===== config.mk =====
export PLATFORM = sky130hd
export DESIGN_NAME = sec_alarm_timer
export DESIGN_NICKNAME = d
export VERILOG_FILES = /design/src/rtl/sat_pkg.sv /design/src/rtl/sat_ctrl.sv /design/src/rtl/sat_datapath.sv /design/src/rtl/sec_alarm_timer.sv
export SDC_FILE = /design/constraint.sdc
export NUM_CORES = 1
export LEC_CHECK = 0
export BUFFER_PORTS_ARGS = -buffer_cell sky130_fd_sc_hd__clkbuf_2
export CAP_MARGIN = 20
export CORE_ASPECT_RATIO = 1.2
export CORE_UTILIZATION = 40
export DETAILED_ROUTE_END_ITERATION = 12
export HOLD_SLACK_MARGIN = 0.15
export SLEW_MARGIN = 20
export SYNTH_ARGS = -nofsm -noshare
export SYNTH_HDL_FRONTEND = slang
export SYNTH_SLANG_ARGS = --single-unit

===== constraint.sdc =====
create_clock -name clk -period 4 [get_ports clk]
set_input_delay 0.2 -clock clk [delete_from_list [all_inputs] [get_ports clk]]
set_output_delay 0.2 -clock clk [all_outputs]
set_load 0.03 [all_outputs]

===== src/rtl/sat_pkg.sv =====
package sat_pkg;
  // Strobes from control to datapath, one cycle wide each
  typedef struct packed {
    logic loadSec;
    logic loadFrac;
    logic loadAlmSec;
    logic loadAlmFrac;
    logic step;
  } satStrobe_t;
endpackage


===== src/rtl/sat_ctrl.sv =====
module sat_ctrl
  import sat_pkg::*;
(
  input  logic       clk,
  input  logic       rstN,
  input  logic       wrSecEn,
  input  logic       wrFracEn,
  input  logic       wrAlmSecEn,
  input  logic       wrAlmFracEn,
  input  logic       wrCtrlEn,
  input  logic       wrStatEn,
  input  logic       enBit,
  input  logic       afBit,
  input  logic       nvBit,
  input  logic       svBit,
  input  logic       violIn,
  input  logic       matchHit,
  output satStrobe_t strb,
  output logic       countEn,
  output logic       alarmFlag,
  output logic       nonValid,
  output logic       violation
);
  logic secSeen;
  logic clrAlarm;
  logic clrValid;

  assign clrAlarm = wrStatEn & afBit;
  assign clrValid = wrStatEn & nvBit & svBit;

  always_comb begin
    strb.loadSec     = wrSecEn;
    strb.loadFrac    = wrFracEn;
    strb.loadAlmSec  = wrAlmSecEn;
    strb.loadAlmFrac = wrAlmFracEn;
    // a time write in this cycle suppresses the increment
    strb.step        = countEn & secSeen & ~wrSecEn & ~wrFracEn;
  end

  always_ff @(posedge clk or negedge rstN) begin
    if (!rstN) begin
      countEn   <= 1'b0;
      secSeen   <= 1'b0;
      alarmFlag <= 1'b0;
      nonValid  <= 1'b1;
      violation <= 1'b0;
    end else begin
      if (wrCtrlEn) countEn <= enBit;
      if (wrSecEn)  secSeen <= 1'b1;
      if (matchHit)      alarmFlag <= 1'b1;
      else if (clrAlarm) alarmFlag <= 1'b0;
      if (clrValid) nonValid <= 1'b0;
      if (violIn)        violation <= 1'b1;
      else if (clrValid) violation <= 1'b0;
    end
  end
endmodule


===== src/rtl/sat_datapath.sv =====
module sat_datapath
  import sat_pkg::*;
#(
  parameter int FRAC_W = 15,
  parameter int SEC_W  = 32,
  parameter int DATA_W = 32
) (
  input  logic              clk,
  input  logic              rstN,
  input  satStrobe_t        strb,
  input  logic [DATA_W-1:0] wrData,
  output logic [SEC_W-1:0]  secOut,
  output logic [FRAC_W-1:0] fracOut,
  output logic [SEC_W-1:0]  almSecOut,
  output logic [FRAC_W-1:0] almFracOut,
  output logic              matchHit
);
  localparam int TIME_W = FRAC_W + SEC_W;

  logic [TIME_W-1:0] timeNow;
  logic [TIME_W-1:0] timeNext;
  logic [TIME_W-1:0] almTime;
  logic              almOff;

  assign timeNow  = {secOut, fracOut};
  assign timeNext = timeNow + TIME_W'(1);
  assign almTime  = {almSecOut, almFracOut};
  assign almOff   = &almSecOut;
  assign matchHit = strb.step & ~almOff & (timeNext == almTime);

  always_ff @(posedge clk or negedge rstN) begin
    if (!rstN) begin
      secOut  <= '0;
      fracOut <= '0;
    end else if (strb.loadSec || strb.loadFrac) begin
      if (strb.loadSec)  secOut  <= wrData[SEC_W-1:0];
      if (strb.loadFrac) fracOut <= wrData[FRAC_W-1:0];
    end else if (strb.step) begin
      {secOut, fracOut} <= timeNext;
    end
  end

  always_ff @(posedge clk or negedge rstN) begin
    if (!rstN) begin
      almSecOut  <= '1;
      almFracOut <= '0;
    end else begin
      if (strb.loadAlmSec)  almSecOut  <= wrData[SEC_W-1:0];
      if (strb.loadAlmFrac) almFracOut <= wrData[FRAC_W-1:0];
    end
  end
endmodule


===== src/rtl/sec_alarm_timer.sv =====
module sec_alarm_timer
  import sat_pkg::*;
#(
  parameter int FRAC_W = 15,
  parameter int SEC_W  = 32,
  parameter int DATA_W = 32,
  parameter int EN_BIT = 3,
  parameter int AF_BIT = 4,
  parameter int NV_BIT = 1,
  parameter int SV_BIT = 0
) (
  input  logic              clk,
  input  logic              rstN,
  input  logic              wrSecEn,
  input  logic              wrFracEn,
  input  logic              wrAlmSecEn,
  input  logic              wrAlmFracEn,
  input  logic              wrCtrlEn,
  input  logic              wrStatEn,
  input  logic [DATA_W-1:0] wrData,
  input  logic              violIn,
  output logic [SEC_W-1:0]  secOut,
  output logic [FRAC_W-1:0] fracOut,
  output logic [SEC_W-1:0]  almSecOut,
  output logic [FRAC_W-1:0] almFracOut,
  output logic              countEn,
  output logic              alarmFlag,
  output logic              nonValid,
  output logic              violation
);
  satStrobe_t strb;
  logic       matchHit;
  logic       stepNow;

  assign stepNow = strb.step;

  sat_ctrl u_ctrl (
    .clk        (clk),
    .rstN       (rstN),
    .wrSecEn    (wrSecEn),
    .wrFracEn   (wrFracEn),
    .wrAlmSecEn (wrAlmSecEn),
    .wrAlmFracEn(wrAlmFracEn),
    .wrCtrlEn   (wrCtrlEn),
    .wrStatEn   (wrStatEn),
    .enBit      (wrData[EN_BIT]),
    .afBit      (wrData[AF_BIT]),
    .nvBit      (wrData[NV_BIT]),
    .svBit      (wrData[SV_BIT]),
    .violIn     (violIn),
    .matchHit   (matchHit),
    .strb       (strb),
    .countEn    (countEn),
    .alarmFlag  (alarmFlag),
    .nonValid   (nonValid),
    .violation  (violation)
  );

  sat_datapath #(.FRAC_W(FRAC_W), .SEC_W(SEC_W), .DATA_W(DATA_W)) u_dp (
    .clk       (clk),
    .rstN      (rstN),
    .strb      (strb),
    .wrData    (wrData),
    .secOut    (secOut),
    .fracOut   (fracOut),
    .almSecOut (almSecOut),
    .almFracOut(almFracOut),
    .matchHit  (matchHit)
  );
endmodule


Word-level counts from Yosys, hierarchy flattened:

Index checks and enable logic that the tools add are counted.

* $add $sub $neg: 1
* multipliers: 0
* divide/modulo/power cells: 0
* order comparisons: 0
* eq/ne operators: 3
* shift operators: 0
* muxes and demuxes: 10
* bitwise gates (word level): 11
* reduce and logical (&&, ||, !) cells: 7

Operators with widths (number)
* $mux W32: 3
* $add A47 B1 Y47 const B: 1
* $eq A47 B47 Y1: 1
* $mux W15: 3
* $reduce_and A32 Y1: 1
* $and A1 B1 Y1: 8
* $reduce_bool A2 Y1: 3
* $mux W1: 4
* $ne A2 B2 Y1 const B: 2
* $reduce_and A2 Y1: 2
* $not A1 Y1: 3
* $logic_or A1 B1 Y1: 1

* register bits: 99
* bits in latches: 0
* RAM bits: 0
* ROM bits: 0
* output and inout port bits: 98
* word-level logic and storage cells: 41
* memories kept: 0

Longest topological paths before layout:

* depth after elaboration: 6
* gate-level depth with buffers: 11

Cells and area by module:

A second synthesis with hierarchy kept.

* cell total of the unflattened synthesis: 693
* area total of the unflattened synthesis: 6258.5 um^2

Modules (own cells, without submodules)
* sat_datapath: instances 1, cells each 675, area an instance 6042.0 um^2, seq. area each 2392.3 um^2
* sat_ctrl: instances 1, cells each 18, area an instance 216.5 um^2, seq. area each 126.4 um^2

Worst setup path before layout:

OpenSTA, ideal clock, no wires.

* kind: flip-flop to flip-flop
* start point: reg u_dp.fracOut[0]
* end point: reg u_ctrl.alarmFlag
* library setup time: 0.103 ns
* arrival: 2.693 ns
* required time: 3.897 ns
* slack: 1.203 ns
* cell stages (with the launch flop): 10
* path buffers: 0
* clock period less this slack: 2.797 ns
* path through: dfrtp_1 -> ha_1 -> nand3_1 -> nor3_1 -> nand4_1 -> or3_1 -> xnor2_1 -> a211oi_1 -> nand4b_1 -> o41ai_2

* longest elaborated chain between the ends: 4
* elaborated cells on any way between the ends: 5

Ends and longest elaborated chain
* start, declared: RTL line sat_datapath.sv:13 `output logic [FRAC_W-1:0] fracOut,`
* start signal, assigned: RTL line sat_datapath.sv:37 `if (strb.loadFrac) fracOut <= wrData[FRAC_W-1:0];`
* start signal, assigned: RTL line sat_datapath.sv:39 `{secOut, fracOut} <= timeNext;`
* $add A47 B1 Y47 (*): RTL line sat_datapath.sv:26 `assign timeNext = timeNow + TIME_W'(1);`
* $eq A47 B47 Y1 (*): RTL line sat_datapath.sv:29 `assign matchHit = strb.step & ~almOff & (timeNext == almTime);`
* $and A1 B1 Y1 (*): RTL line sat_datapath.sv:29
* $mux W1 or $reduce_bool A2 Y1 (tied branches)
* end signal, assigned: RTL line sat_ctrl.sv:44 `alarmFlag <= 1'b0;`
* end signal, assigned: RTL line sat_ctrl.sv:50 `if (matchHit) alarmFlag <= 1'b1;`
* end signal, assigned: RTL line sat_ctrl.sv:51 `else if (clrAlarm) alarmFlag <= 1'b0;`
* end, declared: RTL line sat_ctrl.sv:20 `output logic alarmFlag,`

Mark *: on every way between the ends. The rest lies on a longest branch, timed or not.
A chain may end at the register's enable or synchronous reset.

Worst setup path in the final report:

Ends and elaborated chain as after synthesis.

==> flow_metrics.py <==
metrics = {
    "synth": {
        "postSynthAreaPerCell_um2": 9.20,
        "synth_most_common_cell": "dfrtp_1",
        "synth-seq-cells": 99,
        "synthFlopType": "dfrtp_1",
        "ys_types": 63,
        "syn_area_um2": 6360,
        "postSynthNetCount": 733,
        "synth_seq_area_share_pct": 39.6,
        "syn_inst": 691,
        "yosys.area.top_type": "dfrtp_1",
        "synth_top_area_share_pct": 26.0,
        "synth_common_cells": "dfrtp_1 (66), nand2_1 (64), nor2_1 (57)",
        "netlist_top_cells_area": "dfrtp_1 (26%), dfstp_2 (14%), mux2_2 (8.3%)",
        "synth_warnings": 0,
        "async_flop_share_pct": 100,
        "synth_edf_count": 0,
    },
    "routing": {
        "met1_length_mm": 8.69,
        "drc": 0,
        "vias": 5913,
        "drtPass1Iterations": 6,
        "met2_length_mm": 10.8,
        "ant_nets": 0,
        "routed-wl-met3_mm": 1.11,
        "maxUsedRoutingLayer": "met4",
        "viasPerCell": 5.72,
        "drt_iter0_drc": 389,
        "wl_per_cell_um": 20.7,
        "wl_mm": 21.4,
    },
    "min_path": {
        "hold_end": "u_dp.almSecOut[13]",
        "hp-start": "wrData[13]",
        "hold_depth": 2,
        "hold_path_class": "in2reg",
    },
    "grt": {
        "gr-total-overflow": 0,
        "grt_pass1_wl_mm": 33.6,
        "antenna_found_initial": 0,
        "grt_start_max_net_pins": 77,
        "track_usage_pct": 27.5,
        "grt_pass1_vias": 5942,
    },
    "placed_design": {
        "hpwl_mm": 16.1,
        "io_buffer_count": 138,
        "dpl.cell_count": 992,
        "place_congestion": 0.896,
        "post_dp_cell_area_um2": 7120,
    },
    "timing": {
        "rsz0062_at_grt": "false",
        "tns_ns": 0,
        "worst_pin_slew_ns": 0.997,
        "finalSetupViolations": 0,
        "max_slew_margin_pct": 33.5,
        "finalCriticalPeriod_ns": 3.13,
        "slew_viol_final": 0,
        "finalHoldViolCount": 0,
        "fin_crit_sh_pct": 78.2,
        "fmax_mhz": 320,
        "fin_worst_skew_ns": 0.0113,
    },
    "floorplanning": {
        "die_y_um": 140,
        "rows": 50,
        "die_area_um2": 16400,
        "die_x_um": 117,
        "ios": 139,
        "initial_core_util_pct": 40.8,
        "coreArea_um2": 15600,
    },
    "finish": {
        "drive_above_1_share_pct": 32.0,
        "syn2layout_area_growth_pct": 21.1,
        "fill_cells": 1516,
        "register_area_um2": 2520,
        "postLayoutCellArea_um2": 7700,
        "n_antenna_cell": 0,
        "instances_no_fill": 1033,
        "multi_input_area_um2": 3600,
        "nNetsFinal": 862,
    },
    "cts": {
        "cts_tree": "done",
        "path_clk_slew_ns": 0.08,
        "clock_path_buffers": 2,
        "root_buffer": "clkbuf_16",
        "clock_sinks": 99,
        "cts_setup_buffers": 0,
        "clkLatencyLatePin_ns": 0.36,
        "htree_levels": 3,
        "cts_made_buffers": 9,
    },
    "worst_setup_path": {
        "path_cells": "ha_1 > nand3_1 > nor3_2 > and4_1 > mux2i_1 > o2111ai_1 > nor4_1 > nand4_1 > o41ai_2",
        "slowest_stage": "dfrtp_1",
        "cp.arrival_ns": 3.39,
        "rrSetupSlack_ns": 0.87,
        "r2r_start": "u_dp.fracOut[0]",
        "ff2ff_path_depth": 9,
        "cp_slowest_stage_delay_ns": 0.51,
        "r2r_end": "u_ctrl.alarmFlag",
        "end_kind": "flop",
        "worstPathRequired_ns": 4.26,
        "crit_type": "reg2reg",
        "startpoint_type": "flop",
        "path_max_fanout": 7,
    },
    "outcome": {
        "outcome": "completed",
    },
    "power_and_ir_drop": {
        "ir_worst_vdd_uv": 203,
        "p_leak_nw": 3.08,
        "powerDensity_nw_per_um2": 424,
    },
    "run": {
        "max_cap_violations": 0,
    },
}
[logic make-up after synthesis]
family	count (synthesis)	synth area share (%)
DFF	99	39.6
muxes	54	9.45
adders and majority gates	1	0.197
AOI/OAI and AO/OA	138	12.7
xor gates and xnor gates	83	11.4
buffers and inverters	57	3.94
and+or+nand+nor	259	22.7
[stage by stage]
step / total power [mW] / hold WS [ns] / util [%] / worst slack (ns)
2_1_floorplan: 1.98 / -0.0956 / - / 1.20
3_3_place_gp: 2.29 / 0.380 / 45.7 / 0.992
3_5_place_dp: 2.31 / 0.391 / 45.7 / 0.859
4_1_cts: 3.29 / 0.153 / 49.4 / 0.830
5_1_grt: 3.42 / 0.175 / 49.4 / 0.590
6_report: 3.26 / 0.159 / 49.4 / 0.873
[worst max path at each step]
| stage | startpoint | cells past startpoint | end | slack [ns] |
|---|---|---|---|---|
| after CTS | u_dp.fracOut[0] | 9 | u_ctrl.alarmFlag | 0.83 |
| final | u_dp.fracOut[0] | 9 | u_ctrl.alarmFlag | 0.87 |
| after global placement | u_dp.fracOut[0] | 9 | u_ctrl.alarmFlag | 0.99 |
| after floorplan | u_dp.fracOut[0] | 9 | u_ctrl.alarmFlag | 1.20 |
| after detailed placement | u_dp.fracOut[0] | 9 | u_ctrl.alarmFlag | 0.86 |
| after global routing | u_dp.fracOut[0] | 9 | u_ctrl.alarmFlag | 0.59 |
[worst max-delay path, delay by kind of cell, from the launching register on]
| kind | cells | cell delay (ns) |
|---|---|---|
| AOI/OAI and AO/OA | 2 | 0.34 |
| adders and majority gates | 1 | 0.35 |
| DFF | 1 | 0.51 |
| muxes | 1 | 0.22 |
| and+or+nand+nor | 5 | 1.60 |
[where the power goes]
| part | switching [mW] | leakage [nW] | internal (mW) | total [mW] |
|---|---|---|---|---|
| Combinational | 0.601 | 1.82 | 0.346 | 0.946 |
| Clock | 0.406 | 0.153 | 0.550 | 0.956 |
| Sequential | 0.226 | 1.11 | 1.14 | 1.36 |
[final cells by class]
cell class                      instances  area share [%]
Clock buffer                           10            2.98
Clock inverter                          6            1.17
Inverter                                9           0.439
Multi-Input combinational cell        535            46.8
Sequential cell                        99            32.7
Tap cell                              208            3.38
Timing Repair Buffer                  166            12.6
[per-layer routing]
metal	up-vias	GRT usage (%)
li1	2748	-
met2	210	47.5
met1	2912	33.5
met5	-	0
met4	0	11.6
met3	43	4.28
[what timing repair did]
| item | CTS | global route |
|---|---|---|
| gates resized for setup | 0 | 0 |
| hold buffers | 25 | 0 |
| endpoints found under the hold margin | 85 | 0 |
[flip-flops by register name (all words and copies together) (netlist names)]
register and cells:
u_ctrl.violation 1, u_dp.secOut 32, u_ctrl.nonValid 1, u_dp.almSecOut 32, u_ctrl.countEn 1, u_ctrl.secSeen 1, u_dp.almFracOut 15, u_ctrl.alarmFlag 1
u_dp.fracOut 15
[cells in the final DEF (no fill, tap or decap), drive strengths merged, types with 2 or more instances in the layout]
cell and instances:
xor2 31, a21o 2, nor4 12, dfstp 33, nand3 30, nor3b 4, nand4 37, o31ai 5
and4 6, mux2i 6, a31oi 8, and3 12, o21ai 37, o22ai 17, buf 4, inv 9
dfrtp 66, a21oi 53, clkbuf 147, xnor2 52, and2 4, nor2 57, bufinv 2, a41oi 2
dlygate4sd3 25, or4 3, o2111ai 2, nor3 17, nand2 65, or2 4, clkinv 3, or3 3
mux2 48, o22a 4
No activity file was read; power rests on OpenSTA's default activity.
